<file path="src/rtl/flt2fix_pkg.sv">
`timescale 1ns/1ps
package flt2fix_pkg;
  localparam int FLT_W  = 32;
  localparam int EXP_W  = 8;
  localparam int MAN_W  = 23;
  localparam int IMM_W  = 5;
  localparam int WORD_W = 32;
  localparam int HALF_W = 16;
  localparam int SH_W   = 10;  // signed shift range, covers exponent span plus fraction count
  localparam int MAG_W  = WORD_W + 8;

  typedef struct packed {
    logic             sgn;
    logic             nan;
    logic             huge;     // magnitude certainly beyond every bound
    logic             frac_nz;  // nonzero bits below the binary point
    logic [MAG_W-1:0] mag;      // integer part of |scaled value|
  } scaled_t;
endpackage

</file>
<file path="src/rtl/flt2fix_fbits.sv">
`timescale 1ns/1ps
module flt2fix_fbits
  import flt2fix_pkg::*;
(
  input  logic                   half_sel,
  input  logic [IMM_W-2:0]       imm_hi,
  input  logic                   imm_lo,
  output logic signed [SH_W-1:0] fbits
);
  logic [IMM_W-1:0] imm;
  logic [SH_W-1:0]  base;

  always_comb begin
    imm   = {imm_hi, imm_lo};
    base  = half_sel ? SH_W'(HALF_W) : SH_W'(WORD_W);
    fbits = $signed(base - SH_W'(imm));
  end
endmodule

</file>
<file path="src/rtl/flt2fix_scale.sv">
`timescale 1ns/1ps
module flt2fix_scale
  import flt2fix_pkg::*;
(
  input  logic [FLT_W-1:0]       op,
  input  logic signed [SH_W-1:0] fbits,
  output scaled_t                sc
);
  localparam int SIG_W   = MAN_W + 1;
  localparam int BIAS_LS = (1 << (EXP_W - 1)) - 1 + MAN_W;  // exponent of the significand LSB at 1.0
  localparam int HUGE_SH = WORD_W - SIG_W + 1;              // left shift at which any operand overflows

  logic [EXP_W-1:0]       ex;
  logic [MAN_W-1:0]       mn;
  logic [SIG_W-1:0]       sig;
  logic signed [SH_W-1:0] sh;
  logic signed [SH_W-1:0] nsh;
  logic [MAG_W-1:0]       sig_ext;
  logic [MAG_W-1:0]       mask;
  logic [5:0]             amt;

  always_comb begin
    ex      = op[FLT_W-2 -: EXP_W];
    mn      = op[MAN_W-1:0];
    sig     = {(ex != '0), mn};
    sh      = $signed(SH_W'(ex) + SH_W'(ex == '0) - SH_W'(BIAS_LS) + $unsigned(fbits));
    nsh     = -sh;
    sig_ext = MAG_W'(sig);
    amt     = '0;
    mask    = '0;
    sc      = '0;
    sc.sgn  = op[FLT_W-1];
    if (ex == '1) begin
      if (mn != '0) sc.nan  = 1'b1;
      else          sc.huge = 1'b1;
    end else if (sh >= $signed(SH_W'(HUGE_SH))) begin
      sc.huge = 1'b1;
    end else if (sh >= 0) begin
      amt    = sh[5:0];
      sc.mag = sig_ext << amt;
    end else if (nsh >= $signed(SH_W'(SIG_W))) begin
      sc.frac_nz = |sig;
    end else begin
      amt        = nsh[5:0];
      mask       = (MAG_W'(1) << amt) - MAG_W'(1);
      sc.mag     = sig_ext >> amt;
      sc.frac_nz = |(sig_ext & mask);
    end
  end
endmodule

</file>
<file path="src/rtl/flt2fix_clamp.sv">
`timescale 1ns/1ps
module flt2fix_clamp
  import flt2fix_pkg::*;
(
  input  scaled_t            sc,
  input  logic               sign_sel,
  input  logic               half_sel,
  output logic [WORD_W-1:0]  res,
  output logic               invalid,
  output logic               inexact
);
  logic [MAG_W-1:0]  span;  // 2^N
  logic [MAG_W-1:0]  lim;   // magnitude bound in the direction of the sign
  logic              ovf;
  logic [WORD_W-1:0] m32;

  always_comb begin
    span = half_sel ? (MAG_W'(1) << HALF_W) : (MAG_W'(1) << WORD_W);
    if (sign_sel) lim = sc.sgn ? (span >> 1) : ((span >> 1) - MAG_W'(1));
    else          lim = sc.sgn ? '0 : (span - MAG_W'(1));
    // beyond the bound before truncation: integer part above it, or equal with a fraction
    ovf = sc.huge | (sc.mag > lim) | ((sc.mag == lim) & sc.frac_nz);
    m32 = ovf ? lim[WORD_W-1:0] : sc.mag[WORD_W-1:0];
    if (sc.nan) begin
      res     = '0;
      invalid = 1'b1;
      inexact = 1'b0;
    end else begin
      res     = sc.sgn ? (-m32) : m32;
      invalid = ovf;
      inexact = sc.frac_nz & ~ovf;
    end
  end
endmodule

</file>
<file path="src/rtl/flt2fix_unit.sv">
`timescale 1ns/1ps
module flt2fix_unit
  import flt2fix_pkg::*;
(
  input  logic              clk,
  input  logic              rst,
  input  logic              in_valid,
  input  logic [FLT_W-1:0]  in_float,
  input  logic              sign_sel,
  input  logic              half_sel,
  input  logic [IMM_W-2:0]  imm_hi,
  input  logic              imm_lo,
  output logic              out_valid,
  output logic [WORD_W-1:0] out_result,
  output logic              out_invalid,
  output logic              out_inexact
);
  logic signed [SH_W-1:0] fbits;
  scaled_t                sc;
  logic [WORD_W-1:0]      c_res;
  logic                   c_inv;
  logic                   c_inx;

  flt2fix_fbits u_fbits (
    .half_sel (half_sel),
    .imm_hi   (imm_hi),
    .imm_lo   (imm_lo),
    .fbits    (fbits)
  );

  flt2fix_scale u_scale (
    .op    (in_float),
    .fbits (fbits),
    .sc    (sc)
  );

  flt2fix_clamp u_clamp (
    .sc       (sc),
    .sign_sel (sign_sel),
    .half_sel (half_sel),
    .res      (c_res),
    .invalid  (c_inv),
    .inexact  (c_inx)
  );

  always_ff @(posedge clk) begin
    if (rst) begin
      out_valid   <= 1'b0;
      out_result  <= '0;
      out_invalid <= 1'b0;
      out_inexact <= 1'b0;
    end else begin
      out_valid <= in_valid;
      if (in_valid) begin
        out_result  <= c_res;
        out_invalid <= c_inv;
        out_inexact <= c_inx;
      end
    end
  end

  // one-cycle latency
  p_latency_r9: assert property (@(posedge clk) disable iff (rst)
    in_valid |=> out_valid);
  // no strobe, no valid, result held
  p_hold_r9: assert property (@(posedge clk) disable iff (rst)
    !in_valid |=> (!out_valid && $stable(out_result) && $stable(out_invalid)));
  // flags never both set
  p_flag_excl_r8: assert property (@(posedge clk) disable iff (rst)
    out_valid |-> !(out_invalid && out_inexact));
  // signed half result is sign-extended
  p_half_sext_r4: assert property (@(posedge clk) disable iff (rst)
    (in_valid && half_sel && sign_sel) |=> (out_result[WORD_W-1:HALF_W] == {(WORD_W-HALF_W){out_result[HALF_W-1]}}));
  // unsigned half result is zero-extended
  p_half_zext_r5: assert property (@(posedge clk) disable iff (rst)
    (in_valid && half_sel && !sign_sel) |=> (out_result[WORD_W-1:HALF_W] == '0));
  // NaN gives zero and invalid
  p_nan_zero_r7: assert property (@(posedge clk) disable iff (rst)
    (in_valid && (in_float[FLT_W-2 -: EXP_W] == '1) && (in_float[MAN_W-1:0] != '0))
      |=> (out_result == '0 && out_invalid && !out_inexact));
endmodule

</file>
<file path="config.mk">
export PLATFORM = sky130hd
export DESIGN_NAME = flt2fix_unit
export DESIGN_NICKNAME = d
export VERILOG_FILES = /design/src/rtl/flt2fix_pkg.sv /design/src/rtl/flt2fix_fbits.sv /design/src/rtl/flt2fix_scale.sv /design/src/rtl/flt2fix_clamp.sv /design/src/rtl/flt2fix_unit.sv
export SDC_FILE = /design/constraint.sdc
export NUM_CORES = 1
export LEC_CHECK = 0
export BUFFER_PORTS_ARGS = -buffer_cell sky130_fd_sc_hd__buf_2
export CORE_MARGIN = 4
export CORE_UTILIZATION = 59
export DETAILED_ROUTE_END_ITERATION = 8
export PLACE_DENSITY = 0.83
export SETUP_SLACK_MARGIN = 0.3
export SLEW_MARGIN = 0
export SYNTH_ARGS = -nofsm -noshare
export SYNTH_HDL_FRONTEND = slang
export SYNTH_SLANG_ARGS = --single-unit
</file>
<file path="constraint.sdc">
create_clock -name clk -period 10.6 [get_ports clk]
set_input_delay 1.06 -clock clk [delete_from_list [all_inputs] [get_ports clk]]
set_output_delay 1.06 -clock clk [all_outputs]
set_load 0.02 [all_outputs]
</file>
==> impl_metrics.tcl <==
set metrics [dict create \
    status "complete, no violations" \
    areaGrowthSynthToFinish_pct 9.71 \
    fill_cells 1275 \
    drc 0 \
    final_util 0.673 \
    required_ns 10.78 \
    synthSimpleGateAreaFrac 0.261 \
    synth_cells 1232 \
    slowest_delay_ns 0.59 \
    ir_drop_mv 0.0894 \
    p_comb_frac 0.803 \
    min_path_type "reg -> reg" \
    ys_ff_latch 35 \
    cp_slowest_cell "a41oi_1" \
    maxSlewViolCount 0 \
    worstMarginPinSlew_ns 1.06 \
    criticalPathCategory "in -> reg" \
    num_io_pins 77 \
    timing.final.ws_setup_ns 0.616 \
    first_global_vias 9488 \
    drt-pass1-iter-count 6 \
    grt_pass1_wl_um 53100 \
    path_common_cell "ha_1" \
    antenna_found_initial 0 \
    drive_gt1_frac 0.181 \
    drtIter0Drc 1780 \
    total_power_uw 1710 \
    synth_mux_area_frac 0.150 \
    fin_nets 1358 \
    critPathCaptureType "flip-flop" \
    synthFlopType "dfxtp_1" \
    synth_area_leaders "mux4_2 (9.4%), ha_1 (8.4%), dfxtp_1 (8.1%)" \
    avgRoutedWirePerCell_um 23.5 \
    synthesis.nets 1335 \
    overflow 0 \
    p_int_uw 744 \
    setup_tns_ns 0 \
    worst_clock_skew_ns 0 \
    power_density_nw_per_um2 181 \
    start_util 0.613 \
    fp.coreArea_um2 14100 \
    track_usage 0.398 \
    post-dp-hpwl_um 25700 \
    startpoint_type "input pin" \
    seqPwrFrac 0.093 \
    wirelength_um 33800 \
    finalCritPeriodShare 0.942 \
    clock_sinks 35 \
    async_flop_share 0 \
    final_common_cell "nand2_1" \
    dieArea_um2 16700 \
    hold_viol 0 \
    via_per_inst 7.29 \
    clk_path_buf_depth 2 \
    die-height_um 129 \
    worstSkewPairLatency_ns 0.28 \
    gp_congestion 1.10 \
    ant_nets 0 \
    worstPathMaxFanout 12 \
    cts_root_buffer "clkbuf_16" \
    grt_max_degree 58 \
    cp_data_arrival_time_ns 10.16 \
    synth_top_area_frac 0.0938 \
    rows 43 \
    synth.avg_cell_area_um2 7.02 \
    rr_worst_depth 3 \
    holdPathStages 2 \
    fmax_ghz 0.100 \
    die_width_um 129 \
    multi_input_area_um2 7550 \
    synthAdderAreaFrac 0.0909 \
    via_count 10500 \
    switching_share 0.566 \
    yosysWarnings 0 \
    synth_top_family_by_area "compound AO/OA/AOI/OAI gates" \
    rsz0062_at_grt "no" \
    ys_types 85 \
    synth_edf_count 0 \
    p_leak_uw 0.00404 \
    syn_area_um2 8640 \
    cts_buffers 5 \
    pwr-share-clk 0.104 \
    cts_tree "built" \
    synth_compound_area_frac 0.310 \
    htree_levels 2 \
    numPortBuffers 76 \
    diodes 0 \
    synth_largest_area_cell "mux4_2" \
    clk_pin_slew_worst_paths_ns 0.06 \
    drv_cap 0 \
    period_minus_slack_ns 9.98 \
    power_switching_uw 970 \
    seq_area_frac_synth 0.0811 \
    layout_common_cells "nand2_1 (148), nor2_1 (117), a21oi_1 (101)" \
    holdWs_ns 0.444 \
    synth-xor-area-share 0.0443 \
    pre_cts_slack_ns 0.0963 \
    slew_headroom 0.288 \
    ff_latch_area_um2 701 \
    setup_viol 0 \
]
[path summary, 6_finish.rpt]
kind | from | slack (ns) | end
worst max-delay path | in_float[28] | 0.62 | out_result[16]$_SDFFE_PP0P_
worst min-delay path | out_result[24]$_SDFFE_PP0P_ | 0.44 | out_result[24]$_SDFFE_PP0P_
worst max register to register | out_result[13]$_SDFFE_PP0P_ | 9.73 | out_result[13]$_SDFFE_PP0P_
worst min register to register | out_result[24]$_SDFFE_PP0P_ | 0.44 | out_result[24]$_SDFFE_PP0P_
[through the flow]
| stage | instances | cell area [um2] |
|---|---|---|
| after floorplan | 1232 | 8640 |
| after global placement | 1426 | 9170 |
| after detailed placement | 1426 | 9170 |
| after CTS | 1434 | 9350 |
| after global routing | 1436 | 9480 |
| final | 1436 | 9480 |
[state kept, by name, summed over array words and instances (netlist names)]
register,flops
out_inexact,1
out_invalid,1
out_result,32
out_valid,1
[metal layers]
metal  part of all wire  GRT usage
met1               0.40      0.577
met2               0.42      0.594
met3               0.14     0.0911
met4              0.036      0.109
met5                  0          0
[synth_stat cells (32+ instances only)]
master	count
nand3_1	47
clkbuf_1	80
ha_1	58
nand2_1	149
a21oi_1	103
mux2i_1	36
nor2_1	119
inv_1	38
o21ai_0	74
nor3_1	32
dfxtp_1	35
mux4_2	36
[repair_timing]
action,4_1_cts,5_1_grt
buffers inserted,0,2
hold endpoints to repair,0,0
setup endpoints to repair,2,25
gates resized for setup,2,25
hold buffers,0,0
[worst max-delay path: cells and delay by family]
kind	cells	cell delay, ns
AO/OA/AOI/OAI	9	2.67
XOR/XNOR	2	0.41
adder cells (fa/ha/maj)	7	2.28
buffers and inverters	6	0.90
multiplexers	2	0.54
AND/OR/NAND/NOR	9	2.29
[cell type report]
type | count | share of cell area
clock buffers | 6 | 0.0146
clock inverters | 2 | 0.00369
inverters | 40 | 0.0158
multi-input cells | 1057 | 0.796
flip-flops and latches | 35 | 0.0739
well taps | 180 | 0.0237
repair buffers | 116 | 0.0722
[cell families (layout without fill, tap and decap cells)]
kind of cell             after synthesis  after routing
AO/OA/AOI/OAI                        401            401
AND/OR/NAND/NOR                      475            475
XOR/XNOR                              37             37
flip-flops                            35             35
multiplexers                          83             83
adder cells (fa/ha/maj)               61             61
buffers and inverters                140            164
[power by group through the flow]
stage	logic [uW]	clock network, uW	registers (uW)
after floorplan	908	0	185
after global placement	1290	0	161
after detailed placement	1290	0	162
after CTS	1300	177	159
after global routing	1460	184	161
final	1380	178	159
Power figures use the tool's default switching activity.
